[src/rtl/wdt_pkg.sv]
package wdt_pkg;

    localparam int unsigned DEF_BASE_W = 18;
    localparam int unsigned DEF_MAIN_W = 12;
    localparam int unsigned REG_W      = 32;

    typedef enum logic {
        WDT_MODE_WATCHDOG = 1'b0,
        WDT_MODE_INTERVAL = 1'b1
    } wdt_mode_e;

    typedef enum logic {
        WDT_SEL_BASE = 1'b0,
        WDT_SEL_MAIN = 1'b1
    } wdt_sel_e;

    typedef struct packed {
        logic rst_pulse;
        logic irq_level;
    } wdt_event_s;

    typedef struct packed {
        logic               valid;
        logic [REG_W-1:0]   data;
    } wdt_rd_s;

    function automatic logic is_all_ones(input logic [63:0] v, input int unsigned w);
        logic r;
        r = 1'b1;
        for (int i = 0; i < 64; i++) begin
            if (i < int'(w) && !v[i]) r = 1'b0;
        end
        return r;
    endfunction

endpackage

[src/rtl/wdt_base_counter.sv]
module wdt_base_counter
    import wdt_pkg::*;
#(
    parameter int unsigned WIDTH = DEF_BASE_W
) (
    input  logic             clk,
    input  logic             rst,
    input  logic             en,
    input  logic             kick,
    output logic [WIDTH-1:0] cnt,
    output logic             wrap
);

    localparam logic [WIDTH-1:0] ONE = WIDTH'(1);

    logic at_top;

    always_comb begin
        at_top = is_all_ones(64'(cnt), WIDTH);
        wrap   = en && !kick && at_top;
    end

    always_ff @(posedge clk) begin
        if (rst || kick) begin
            cnt <= '0;
        end else if (en) begin
            cnt <= cnt + ONE;
        end
    end

    AST_BASE_KICK: assert property (@(posedge clk) disable iff (rst)
        kick |=> (cnt == '0));
    AST_BASE_HOLD: assert property (@(posedge clk) disable iff (rst)
        (!en && !kick) |=> $stable(cnt));
    AST_BASE_WRAP_ZERO: assert property (@(posedge clk) disable iff (rst)
        wrap |=> (cnt == '0));

endmodule

[src/rtl/wdt_main_counter.sv]
module wdt_main_counter
    import wdt_pkg::*;
#(
    parameter int unsigned WIDTH = DEF_MAIN_W
) (
    input  logic             clk,
    input  logic             rst,
    input  logic             step,
    input  logic             kick,
    output logic [WIDTH-1:0] cnt,
    output logic             ovf
);

    localparam logic [WIDTH-1:0] ONE = WIDTH'(1);

    always_comb begin
        ovf = step && !kick && is_all_ones(64'(cnt), WIDTH);
    end

    always_ff @(posedge clk) begin
        if (rst || kick) begin
            cnt <= '0;
        end else if (step) begin
            cnt <= cnt + ONE;
        end
    end

    AST_MAIN_HOLD: assert property (@(posedge clk) disable iff (rst)
        (!step && !kick) |=> $stable(cnt));
    AST_MAIN_KICK: assert property (@(posedge clk) disable iff (rst)
        kick |=> (cnt == '0));
    AST_MAIN_WRAP: assert property (@(posedge clk) disable iff (rst)
        ovf |=> (cnt == '0));

endmodule

[src/rtl/wdt_event_unit.sv]
module wdt_event_unit
    import wdt_pkg::*;
(
    input  logic      clk,
    input  logic      rst,
    input  wdt_mode_e mode,
    input  logic      ovf,
    input  logic      irq_clr,
    output logic      rst_req,
    output logic      irq
);

    wdt_event_s state_q;
    wdt_event_s state_d;

    always_comb begin
        state_d           = state_q;
        state_d.rst_pulse = ovf && (mode == WDT_MODE_WATCHDOG);
        if (ovf && (mode == WDT_MODE_INTERVAL)) begin
            state_d.irq_level = 1'b1;
        end else if (irq_clr) begin
            state_d.irq_level = 1'b0;
        end
    end

    always_ff @(posedge clk) begin
        if (rst) begin
            state_q <= '0;
        end else begin
            state_q <= state_d;
        end
    end

    assign rst_req = state_q.rst_pulse;
    assign irq     = state_q.irq_level;

    AST_RST_PULSE: assert property (@(posedge clk) disable iff (rst)
        rst_req |=> !rst_req);
    AST_RST_CAUSE: assert property (@(posedge clk) disable iff (rst)
        $rose(rst_req) |-> $past(ovf));
    AST_IRQ_HOLD: assert property (@(posedge clk) disable iff (rst)
        (irq && !irq_clr) |=> irq);
    AST_IRQ_CAUSE: assert property (@(posedge clk) disable iff (rst)
        $rose(irq) |-> $past(ovf));

endmodule

[src/rtl/wdt_read_port.sv]
module wdt_read_port
    import wdt_pkg::*;
#(
    parameter int unsigned BASE_W = DEF_BASE_W,
    parameter int unsigned MAIN_W = DEF_MAIN_W
) (
    input  logic              clk,
    input  logic              rst,
    input  logic              rd_en,
    input  wdt_sel_e          rd_sel,
    input  logic [BASE_W-1:0] base_cnt,
    input  logic [MAIN_W-1:0] main_cnt,
    output logic [REG_W-1:0]  rd_data,
    output logic              rd_valid
);

    logic [REG_W-1:0] base_word;
    logic [REG_W-1:0] main_word;

    generate
        if (BASE_W < REG_W) begin : g_base_pad
            assign base_word = {{(REG_W-BASE_W){1'b0}}, base_cnt};
        end else begin : g_base_full
            assign base_word = base_cnt[REG_W-1:0];
        end
        if (MAIN_W < REG_W) begin : g_main_pad
            assign main_word = {{(REG_W-MAIN_W){1'b0}}, main_cnt};
        end else begin : g_main_full
            assign main_word = main_cnt[REG_W-1:0];
        end
    endgenerate

    wdt_rd_s rd_q;

    always_ff @(posedge clk) begin
        if (rst) begin
            rd_q <= '0;
        end else begin
            rd_q.valid <= rd_en;
            if (rd_en) begin
                rd_q.data <= (rd_sel == WDT_SEL_MAIN) ? main_word : base_word;
            end
        end
    end

    assign rd_data  = rd_q.data;
    assign rd_valid = rd_q.valid;

endmodule

[src/rtl/wdt_cascade_timer.sv]
module wdt_cascade_timer
    import wdt_pkg::*;
#(
    parameter int unsigned BASE_W = DEF_BASE_W,
    parameter int unsigned MAIN_W = DEF_MAIN_W
) (
    input  logic        clk,
    input  logic        rst,
    input  logic        en,
    input  logic        mode,
    input  logic        kick,
    input  logic        irq_clr,
    input  logic        rd_en,
    input  logic        rd_addr,
    input  logic        wr_en,
    input  logic        wr_addr,
    input  logic [31:0] wr_data,
    output logic [31:0] rd_data,
    output logic        rd_valid,
    output logic        rst_req,
    output logic        irq
);

    logic [BASE_W-1:0] base_cnt;
    logic [MAIN_W-1:0] main_cnt;
    logic              base_wrap;
    logic              main_ovf;
    wdt_mode_e         mode_e;
    wdt_sel_e          sel_e;

    // Counters are read-only: the write side is accepted and dropped.
    logic unused_wr;
    assign unused_wr = ^{wr_en, wr_addr, wr_data};

    assign mode_e = wdt_mode_e'(mode);
    assign sel_e  = wdt_sel_e'(rd_addr);

    wdt_base_counter #(.WIDTH(BASE_W)) u_base (
        .clk  (clk),
        .rst  (rst),
        .en   (en),
        .kick (kick),
        .cnt  (base_cnt),
        .wrap (base_wrap)
    );

    wdt_main_counter #(.WIDTH(MAIN_W)) u_main (
        .clk  (clk),
        .rst  (rst),
        .step (base_wrap),
        .kick (kick),
        .cnt  (main_cnt),
        .ovf  (main_ovf)
    );

    wdt_event_unit u_event (
        .clk     (clk),
        .rst     (rst),
        .mode    (mode_e),
        .ovf     (main_ovf),
        .irq_clr (irq_clr),
        .rst_req (rst_req),
        .irq     (irq)
    );

    wdt_read_port #(.BASE_W(BASE_W), .MAIN_W(MAIN_W)) u_read (
        .clk      (clk),
        .rst      (rst),
        .rd_en    (rd_en),
        .rd_sel   (sel_e),
        .base_cnt (base_cnt),
        .main_cnt (main_cnt),
        .rd_data  (rd_data),
        .rd_valid (rd_valid)
    );

    AST_WR_IGNORED: assert property (@(posedge clk) disable iff (rst)
        (wr_en && !en && !kick) |=> ($stable(base_cnt) && $stable(main_cnt)));
    AST_EXCLUSIVE_EVENT: assert property (@(posedge clk) disable iff (rst)
        $rose(rst_req) |-> !$rose(irq));

endmodule

[config.mk]
export PLATFORM = sky130hd
export DESIGN_NAME = wdt_cascade_timer
export DESIGN_NICKNAME = d
export VERILOG_FILES = /design/src/rtl/wdt_pkg.sv /design/src/rtl/wdt_base_counter.sv /design/src/rtl/wdt_main_counter.sv /design/src/rtl/wdt_event_unit.sv /design/src/rtl/wdt_read_port.sv /design/src/rtl/wdt_cascade_timer.sv
export SDC_FILE = /design/constraint.sdc
export NUM_CORES = 1
export LEC_CHECK = 0
export BUFFER_PORTS_ARGS = -buffer_cell sky130_fd_sc_hd__clkbuf_2
export CAP_MARGIN = 20
export CORE_AREA = 8 8 77 79
export DETAILED_ROUTE_END_ITERATION = 10
export DIE_AREA = 0 0 85 87
export PLACE_DENSITY = 0.83
export SYNTH_ARGS = -nofsm -noshare
export SYNTH_HDL_FRONTEND = slang
export SYNTH_SLANG_ARGS = --single-unit
export TNS_END_PERCENT = 5
[constraint.sdc]
create_clock -name clk -period 4.95 [get_ports clk]
set_input_delay 0.2475 -clock clk [delete_from_list [all_inputs] [get_ports clk]]
set_output_delay 0.2475 -clock clk [all_outputs]
set_load 0.1 [all_outputs]
; ---- Word level (Yosys, flattened, before mapping)
; Index checks and enable logic that the tools add are counted.
[totals]
regBits = 65
input_bits = 42
output_inout_bits = 35
elab_cells = 51
[classes]
n_addsub = 2
muxes = 33
bitwise = 1
reduce_logical = 9
[op_table]
columns = op, count
row1 = $mux W1, 32
row2 = $add A18 B1 Y18 const B, 1
row3 = $mux W18, 1
row4 = $add A12 B1 Y12 const B, 1
row5 = $logic_and A1 B1 Y1, 6
row6 = $reduce_bool A2 Y1, 1
row7 = $logic_not A1 Y1, 1
row8 = $logic_or A1 B1 Y1, 1
row9 = $not A1 Y1, 1

; ---- Depth between registers and ports, before layout
; Gate-level depths: netlist (run 1).
[logic_depth]
word_depth = 23
ltp_mapped = 7
mapped_depth_nobuf = 6

; ---- Cells and area by module
; A second synthesis (run 1) with hierarchy kept.
[unflattened]
cells_unflattened = 264
area_unflattened_um2 = 2428.6
[by_module_without_submodules]
columns = module, n_inst, cells_per_inst, area_per_inst_um2, seq_area_each_um2
row1 = wdt_read_port, 1, 97, 924.6, 380.4
row2 = wdt_base_counter, 1, 96, 839.6, 360.3
row3 = wdt_main_counter, 1, 65, 598.1, 240.2
row4 = wdt_event_unit, 1, 6, 66.3, 40.0

; ---- Worst setup path before layout (run 1)
; Ideal clock, no wire load.
[synth_timing]
path_kind = reg-to-reg
startpoint = register u_base.cnt[0]
endpoint = register u_main.cnt[3]
setup_ns = 0.070
arrival_time_ns = 1.761
required_time_ns = 4.880
setup_slack_ns = 3.119
path_stages_with_launch = 8
n_path_buf = 1
period_less_slack_ns = 1.831
path_cell_list = dfxtp_1 ha_1 ha_1 nand4b_1 or3_1 buf_2 or4_1 a21oi_1
[synth_via]
elab_chain_cells = 19
[synth_lines]
columns = element, line_no
row1 = from (decl), wdt_base_counter.sv:10  ; output logic [WIDTH-1:0] cnt,
row2 = from (signal assigned), wdt_base_counter.sv:27  ; cnt <= cnt + ONE;
row3 = $mux W1 (18 in a row), wdt_pkg.sv:31  ; if (i < int'(w) && !v[i]) r = 1'b0;
row4 = $logic_and A1 B1 Y1, wdt_base_counter.sv:20  ; wrap = en && !kick && at_top;
row5 = to (signal assigned), wdt_main_counter.sv:24  ; cnt <= cnt + ONE;
row6 = to (decl), wdt_main_counter.sv:10  ; output logic [WIDTH-1:0] cnt,
; Every way passes these cells.
; A chain may end at the register's enable or synchronous reset.

; ---- Final worst setup path (run 1)
[layout_timing]
startpoint = register u_base.cnt[0]
endpoint = register u_main.cnt[11]
; The elaborated chain is that of the path after synthesis.

==> results.sh, run 1 <==
export IMPL_outcome="finished, final reports clean"
export IMPL_dieArea_um2=7400
export IMPL_synth_avg_cell_area_um2=8.70
export IMPL_power_frac_seq=0.541
export IMPL_grt_usage=0.145
export IMPL_synth_edf_count=0
export IMPL_rows=26
export IMPL_drive_above_1_share=0.134
export IMPL_clock_latency_ps=310
export IMPL_synth_warnings=0
export IMPL_end_kind="flip-flop"
export IMPL_path_buf_inv=0
export IMPL_cts_tree="done"
export IMPL_route_vias_total=2044
export IMPL_crit_required_ps=5160
export IMPL_fin_crit_ps=2300
export IMPL_power_share_clock=0.304
export IMPL_netlist_area_um2=2440
export IMPL_drtAntennaViolNets=0
export IMPL_drtIter0Drc=230
export IMPL_cts_resized=0
export IMPL_critPathLaunchType="flip-flop"
export IMPL_path_common_cell="ha_1"
export IMPL_cp_cell_sequence="ha_1 -> ha_1 -> nand4b_1 -> nor4_1 -> a31oi_1 -> a41o_1"
export IMPL_syn_to_final_growth_pct=6.96
export IMPL_ys_types=35
export IMPL_p_sw_frac=0.316
export IMPL_cts_root_buf="clkbuf_8"
export IMPL_mostFrequentLayoutCells="dfxtp_1 (51), nor2_1 (37), clkbuf_2 (28)"
export IMPL_fin_skew_ps=6.84
export IMPL_ioPinCount=77
export IMPL_ir_drop_mv=0.115
export IMPL_path_class="flip-flop to flip-flop"
export IMPL_p_comb_frac=0.155
export IMPL_dr_pass1_iters=5
export IMPL_hold_start="mode"
export IMPL_maxCapViolations=0
export IMPL_grt_max_degree=38
export IMPL_tns_ps=0
export IMPL_dp_cells=347
export IMPL_post_cts_buffers=0
export IMPL_post_route_cell_area_um2=2620
export IMPL_p_switching_mw=0.244
export IMPL_antenna_found_initial=0
export IMPL_total_power_mw=0.774
export IMPL_synth_main_ff_cell="dfxtp_1"
export IMPL_cts_hold_fix_buffers=0
export IMPL_yosysSeqAreaShare=0.418
export IMPL_power_leakage_nw=0.976
export IMPL_cpLargestDelayFamily="simple AND/OR/NAND/NOR gates"
export IMPL_antenna_cells=0
export IMPL_timing_final_crit_share=0.466
export IMPL_intPower_mw=0.529
export IMPL_critical_path_peak_fanout=6
export IMPL_die_h_um=87
export IMPL_timing_fmax_mhz=434
export IMPL_power_density_nw_per_um2=296
export IMPL_wl_um=5290
export IMPL_fin_nets=344
export IMPL_hpwlAfterDp_um=3870
export IMPL_tightest_slew_ps=962
export IMPL_grt_pass1_vias=1858
export IMPL_rsz0062_at_grt="false"
export IMPL_min_path_type="primary input to flip-flop"
export IMPL_drv_slew=0
export IMPL_hold_viol_final=0
export IMPL_stdcell_count=355
export IMPL_r2r_start="u_base.cnt[0]"
export IMPL_crit_start="u_base.cnt[0]"
export IMPL_setup_ws_ps=2650
export IMPL_place_gp_congestion=0.900
export IMPL_htree_levels=2
export IMPL_async_flop_share=0
export IMPL_critical_path_slowest_cell="nor4_1"
export IMPL_start_util=0.504
export IMPL_setup_viol=0
export IMPL_die_w_um=85
export IMPL_postSynthCellCount=281
export IMPL_cts_max_path_buffers=2
export IMPL_final_common_cell="dfxtp_1"
export IMPL_place_area_um2=2530
export IMPL_cts_num_sinks=51
export IMPL_dp_slack_ps=2730
export IMPL_overflow=0
export IMPL_core_um2=4850
export IMPL_drc=0
export IMPL_grt_pass1_wl_um=8700
export IMPL_synth_seq_cells=51
export IMPL_slew_headroom=0.353
export IMPL_numCtsBuffers=5
export IMPL_io_buffers=28
export IMPL_clkTransAtPathRegs_ps=90
export IMPL_viasPerCell=5.76
export IMPL_worst_ep_arrival_time_ps=2510
export IMPL_wl_per_cell_um=14.9
export IMPL_slowest_delay_ps=780
-- logic make-up after synthesis --
logic type / share of synthesized area
AO/OA/AOI/OAI: 0.136
AND/OR/NAND/NOR: 0.246
adder cells (fa/ha/maj): 0.0205
multiplexers: 0.0614
buffers and inverters: 0.0773
XOR/XNOR: 0.0394
other: 0.00153
flip-flops: 0.418
-- power groups by stage --
stage | clock network [mW] | registers (mW) | logic (mW)
after floorplan | 0 | 0.466 | 0.0796
after global placement | 0 | 0.428 | 0.120
after detailed placement | 0 | 0.428 | 0.120
after CTS | 0.240 | 0.419 | 0.120
after global routing | 0.257 | 0.420 | 0.124
final | 0.235 | 0.419 | 0.120
-- final cells by class --
class	count	area, µm²
clock buffer	6	72.6
clock inverter	2	12.5
fill	451	2230
inverter	4	15.0
multi-input combinational	208	1280
sequential	51	1020
tap	56	70.1
timing repair buffer	28	140
-- flip-flops by register name, summed over array words and instances, names as in the netlist --
| signal | flops |
|---|---|
| u_event.irq | 1 |
| u_main.cnt | 12 |
| u_read.rd_data | 18 |
| u_event.rst_req | 1 |
| u_base.cnt | 18 |
| u_read.rd_valid | 1 |
-- metal layers --
metal,wire [µm],GRT usage
met5,0,0
met4,78,0.0615
met3,371,0.0377
met2,2520,0.244
met1,2320,0.171
-- per-stage QoR --
| stage | hold slack (ps) | util |
|---|---|---|
| after floorplan | 327 | - |
| after global placement | 433 | 0.522 |
| after detailed placement | 432 | 0.522 |
| after CTS | 101 | 0.539 |
| after global routing | 110 | 0.539 |
| final | 107 | 0.539 |
-- synth_stat cells, types with 5 or more instances --
library cell	n	area share
dfxtp_1	51	0.42
nor2_1	37	0.057
a21oi_1	19	0.039
mux2i_1	15	0.061
buf_4	14	0.043
nand2_1	14	0.021
a211oi_1	13	0.040
nand3_1	12	0.025
clkbuf_1	11	0.017
nand2b_1	7	0.018
nand4_1	7	0.018
xor2_1	7	0.025
nand3b_1	6	0.018
nand4b_1	5	0.018
nor3_1	5	0.010
nor4_1	5	0.013
o21ai_0	5	0.010
or3_1	5	0.013
-- path summary, 6_finish.rpt --
| check | end | slack, ps | depth (start not counted) |
|---|---|---|---|
| hold reg to reg | u_event.irq | 470 | 2 |
| setup / recovery | u_main.cnt[11] | 2650 | 6 |
| hold / removal | u_event.rst_req | 110 | 2 |
| setup reg to reg | u_main.cnt[11] | 2650 | 6 |
Note: power is estimated with default switching activity, not from simulation.
==> run 2: changes to the inputs <==
CORE_AREA = 8 8 82 84   (was 8 8 77 79)
DIE_AREA = 0 0 90 92   (was 0 0 85 87)
PLACE_DENSITY = 0.77   (was 0.83)
clock period = 2 ns   (was 4.95 ns; I/O delays follow)
==> run 2 against run 1 <==
Effect of this change: final cell count up 9.9%; worst hold slack worse by 58 ps; core utilization down 2.2 points; global-route usage down 0.85 points; maximum frequency up 24%; non-clock buffer count up 19; combinational power rose to 2.5 times the previous value; first-iteration DRC count down 44%; critical path depth unchanged; power rose to 2.6 times the previous value; largest power group unchanged; highest routed layer unchanged.
==> results.sh, run 2 (synthesized netlist as in run 1, its figures left out) <==
export IMPL_path_class="flip-flop to flip-flop"
export IMPL_final_common_cell="dfxtp_1"
export IMPL_critical_path_peak_fanout=9
export IMPL_path_buf_inv=0
export IMPL_power_density_nw_per_um2=706
export IMPL_clock_latency_ps=310
export IMPL_cts_root_buf="clkbuf_8"
export IMPL_critical_path_slowest_cell="or4_1"
export IMPL_cpLargestDelayFamily="simple AND/OR/NAND/NOR gates"
export IMPL_antenna_cells=0
export IMPL_drtAntennaViolNets=0
export IMPL_end_kind="flip-flop"
export IMPL_numCtsBuffers=5
export IMPL_critPathLaunchType="flip-flop"
export IMPL_setup_viol=0
export IMPL_min_path_type="primary input to flip-flop"
export IMPL_viasPerCell=5.43
export IMPL_mostFrequentLayoutCells="dfxtp_1 (51), nor2_1 (37), clkbuf_2 (28)"
export IMPL_fin_skew_ps=11.2
export IMPL_outcome="finished, final reports clean"
export IMPL_ir_drop_mv=0.302
export IMPL_wl_per_cell_um=14.3
export IMPL_drv_slew=0
export IMPL_drive_above_1_share=0.189
export IMPL_start_util=0.452
export IMPL_cp_cell_sequence="ha_1 -> ha_1 -> nand4b_1 -> or3_4 -> or4_1 -> a21oi_1"
export IMPL_die_w_um=90
export IMPL_tns_ps=0
export IMPL_dr_pass1_iters=4
export IMPL_dieArea_um2=8280
export IMPL_worst_ep_arrival_time_ps=2100
export IMPL_htree_levels=2
export IMPL_die_h_um=92
export IMPL_fin_nets=363
export IMPL_route_vias_total=2117
export IMPL_cts_max_path_buffers=2
export IMPL_power_leakage_nw=1.08
export IMPL_timing_final_crit_share=0.932
export IMPL_timing_fmax_mhz=536
export IMPL_fin_crit_ps=1860
export IMPL_wl_um=5580
export IMPL_rows=27
export IMPL_grt_usage=0.137
export IMPL_clkTransAtPathRegs_ps=90
export IMPL_antenna_found_initial=0
export IMPL_ioPinCount=77
export IMPL_overflow=0
export IMPL_io_buffers=28
export IMPL_rsz0062_at_grt="false"
export IMPL_grt_max_degree=38
export IMPL_grt_pass1_vias=2018
export IMPL_drtIter0Drc=128
export IMPL_cts_num_sinks=51
export IMPL_hold_viol_final=0
export IMPL_place_gp_congestion=0.803
export IMPL_path_common_cell="ha_1"
export IMPL_syn_to_final_growth_pct=14.5
export IMPL_whs_ps=48.7
export IMPL_slowest_delay_ps=420
export IMPL_tightest_slew_ps=612
export IMPL_crit_required_ps=2240
export IMPL_cts_tree="done"
export IMPL_hpwlAfterDp_um=4100
export IMPL_grt_pass1_wl_um=9520
export IMPL_core_um2=5410
export IMPL_maxCapViolations=0
export IMPL_drc=0
export IMPL_slew_headroom=0.592
## run 2: cell count changes in the layout (fill, tap and decap cells not counted), sizes merged
| cell | change |
|---|---|
| dlygate4sd3 | +1 |
| buf | +18 |
## run 2: area by class of cell
cell class              count  area, µm²
inverters                   4       15.0
fillers                   510       2610
well taps                  72       90.1
multi-input cells         208       1290
clock inverters             2       16.3
flip-flops and latches     51       1020
clock buffers               6       82.6
repair buffers             47        285
## run 2: power by group
part / switching [mW] / total (mW) / internal, mW
sequential: 0.00649 / 1.04 / 1.03
clock: 0.354 / 0.637 / 0.283
combinational: 0.264 / 0.304 / 0.0400
## run 2: per-stage QoR
stage                util  area [µm²]  setup WS [ps]  power, mW  std cells
floorplan               -        2490            169       1.35        294
global placement    0.497        2690            123       1.36        381
detailed placement  0.497        2690           83.6       1.36        381
CTS                 0.517        2790           52.1       1.99        390
global route        0.518        2800           39.5       2.04        390
finish              0.518        2800            135       1.98        390
## run 2: worst min-delay path, cell delays in order
cell and delay [ps]:
clkbuf_2 70, nor2_1 30, nand2_1 50, o31ai_1 50
## run 2: worst paths after layout
| check | start | end | slack [ps] | cells after the start |
|---|---|---|---|---|
| min | irq_clr | u_event.irq | 50 | 4 |
| min reg2reg | u_event.irq | u_event.irq | 460 | 2 |
| max | u_base.cnt[1] | u_main.cnt[3] | 140 | 6 |
| max reg2reg | u_base.cnt[1] | u_main.cnt[3] | 140 | 6 |
## run 2: what timing repair did
action | 4_1_cts | 5_1_grt
resized for setup | 0 | 1
endpoints found under the hold margin | 1 | 0
hold buffers | 1 | 0
buffers inserted | 0 | 0
endpoints found under the setup margin | 0 | 2
## run 2: per-layer routing
| metal | wire length (µm) | track usage | up-vias |
|---|---|---|---|
| met1 | 2390 | 0.164 | 961 |
| met4 | 102 | 0.0638 | 0 |
| met5 | 0 | 0 | - |
| met2 | 2590 | 0.216 | 91 |
| met3 | 492 | 0.0481 | 12 |
| li1 | - | - | 1053 |
==> run 3: changes to the inputs <==
clock period = 1.5 ns   (was 2 ns; I/O delays follow)
==> run 3 against run 2 <==
Effect of this change: the flow now finishes with violations (setup timing); worst hold slack got worse by 20 ps; power increased by 39%; critical path depth unchanged; die area unchanged; clock skew decreased by 4.5 ps; sequential cell count unchanged; first-iteration DRC count increased by 7.8%; global-route usage increased by 1.7 points; register-to-register slack got worse by 470 ps; maximum frequency increased by 1.6%; cell area increased by 13%; critical endpoint unchanged; largest cell class unchanged.
==> results.sh, run 3 (synthesized netlist as in run 1, its figures left out) <==
export IMPL_critPathLaunchType="flip-flop"
export IMPL_viasPerCell=5.48
export IMPL_core_um2=5410
export IMPL_cts_num_sinks=51
export IMPL_power_frac_seq=0.500
export IMPL_maxCapViolations=0
export IMPL_outcome="finished with violations"
export IMPL_power_share_clock=0.350
export IMPL_drtAntennaViolNets=0
export IMPL_tns_ps=-3670
export IMPL_path_class="flip-flop to flip-flop"
export IMPL_final_common_cell="buf_4"
export IMPL_hold_start="irq_clr"
export IMPL_fillCellCount=458
export IMPL_clock_latency_ps=310
export IMPL_end_kind="flip-flop"
export IMPL_ioPinCount=77
export IMPL_antenna_found_initial=0
export IMPL_crit_start="u_base.cnt[1]"
export IMPL_timing_final_crit_share=1.22
export IMPL_worst_ep_arrival_time_ps=2080
export IMPL_cts_max_path_buffers=2
export IMPL_grt_max_degree=38
export IMPL_rows=27
export IMPL_grt_pass1_wl_um=10700
export IMPL_cts_root_buf="clkbuf_8"
export IMPL_grt_usage=0.154
export IMPL_clkTransAtPathRegs_ps=100
export IMPL_power_leakage_nw=1.30
export IMPL_drive_above_1_share=0.327
export IMPL_syn_to_final_growth_pct=29.4
export IMPL_crit_required_ps=1740
export IMPL_route_vias_total=2323
export IMPL_drc=0
export IMPL_violations="setup timing"
export IMPL_tightest_slew_ps=601
export IMPL_cts_tree="done"
export IMPL_fin_skew_ps=6.62
export IMPL_htree_levels=2
export IMPL_critical_path_peak_fanout=7
export IMPL_overflow=0
export IMPL_ir_drop_mv=0.461
export IMPL_hpwlAfterDp_um=4600
export IMPL_numCtsBuffers=5
export IMPL_io_buffers=28
export IMPL_grt_pass1_vias=2297
export IMPL_wl_um=6430
export IMPL_setup_viol=18
export IMPL_rsz0062_at_grt="true"
export IMPL_p_switching_mw=0.830
export IMPL_mostFrequentLayoutCells="buf_4 (48), dfxtp_1 (42), nor2_1 (37)"
export IMPL_whs_ps=28.6
export IMPL_p_comb_frac=0.150
export IMPL_drv_slew=0
export IMPL_slew_headroom=0.600
export IMPL_dieArea_um2=8280
export IMPL_intPower_mw=1.93
export IMPL_place_area_um2=2940
export IMPL_dr_pass1_iters=4
export IMPL_drtIter0Drc=138
export IMPL_timing_fmax_mhz=545
export IMPL_fin_crit_ps=1840
export IMPL_start_util=0.452
export IMPL_place_gp_congestion=0.863
export IMPL_hold_viol_final=0
export IMPL_r2r_start="u_base.cnt[1]"
export IMPL_antenna_cells=0
export IMPL_setup_ws_ps=-335
export IMPL_post_route_cell_area_um2=3160
export IMPL_fin_nets=397
export IMPL_power_density_nw_per_um2=871
export IMPL_die_h_um=92
export IMPL_wl_per_cell_um=15.2
export IMPL_p_sw_frac=0.301
export IMPL_die_w_um=90
export IMPL_min_path_type="primary input to flip-flop"
run 3: cell types whose count changed in the layout (fill, tap and decap cells not counted), sizes merged:
| cell | before | now |
|---|---|---|
| buf | 18 | 52 |
| bufinv | 0 | 1 |
| clkbuf | 34 | 33 |
| clkinv | 1 | 2 |
| clkinvlp | 1 | 0 |
run 3: worst paths after layout:
path / slack, ps / endpoint / cells past startpoint
max: -340 / u_main.cnt[3] / 6
min: 30 / u_event.irq / 4
max reg2reg: -340 / u_main.cnt[3] / 6
min reg2reg: 460 / u_event.irq / 2
run 3: per-stage QoR:
step | util | total power [mW] | setup slack (ps) | cells
2_1_floorplan | - | 1.80 | -305 | 294
3_3_place_gp | 0.544 | 1.82 | -279 | 414
3_5_place_dp | 0.544 | 1.82 | -303 | 414
4_1_cts | 0.578 | 2.77 | -284 | 423
5_1_grt | 0.585 | 2.85 | -399 | 424
6_report | 0.585 | 2.76 | -335 | 424
run 3: timing repair:
item / CTS / global route
gates cloned: 0 / 0
hold buffers: 1 / 0
setup buffers: 0 / 1
gates resized for setup: 19 / 10
setup endpoints to repair: 19 / 20
pin swaps: 4 / 7
hold endpoints to repair: 1 / 0
run 3: layer usage:
metal | track usage | wire, µm
met5 | 0 | 0
met4 | 0.0652 | 180
met3 | 0.0522 | 456
met2 | 0.254 | 3030
met1 | 0.180 | 2760
run 3: critical path, stage by stage, from the launching register on:
cell      delay [ps]
dfxtp_2          340
ha_2             160
ha_1             140
nand4b_1         130
or3_4            460
or4_4            430
a21oi_2          120
run 3: power by group through the flow:
stage	Clock [mW]	Combinational, mW	Sequential (mW)
final	0.965	0.413	1.38
after global routing	1.04	0.431	1.38
after CTS	0.976	0.412	1.38
after detailed placement	0	0.410	1.41
after global placement	0	0.408	1.41
after floorplan	0	0.263	1.54
run 3: area by class of cell:
class / instances / area (µm²) / area share
Clock inverter: 3 / 43.8 / 0.0138
Timing Repair Buffer: 81 / 556 / 0.176
Inverter: 4 / 15.0 / 0.00474
Multi-Input combinational cell: 208 / 1360 / 0.429
Tap cell: 72 / 90.1 / 0.0285
Clock buffer: 5 / 68.8 / 0.0217
Sequential cell: 51 / 1030 / 0.327
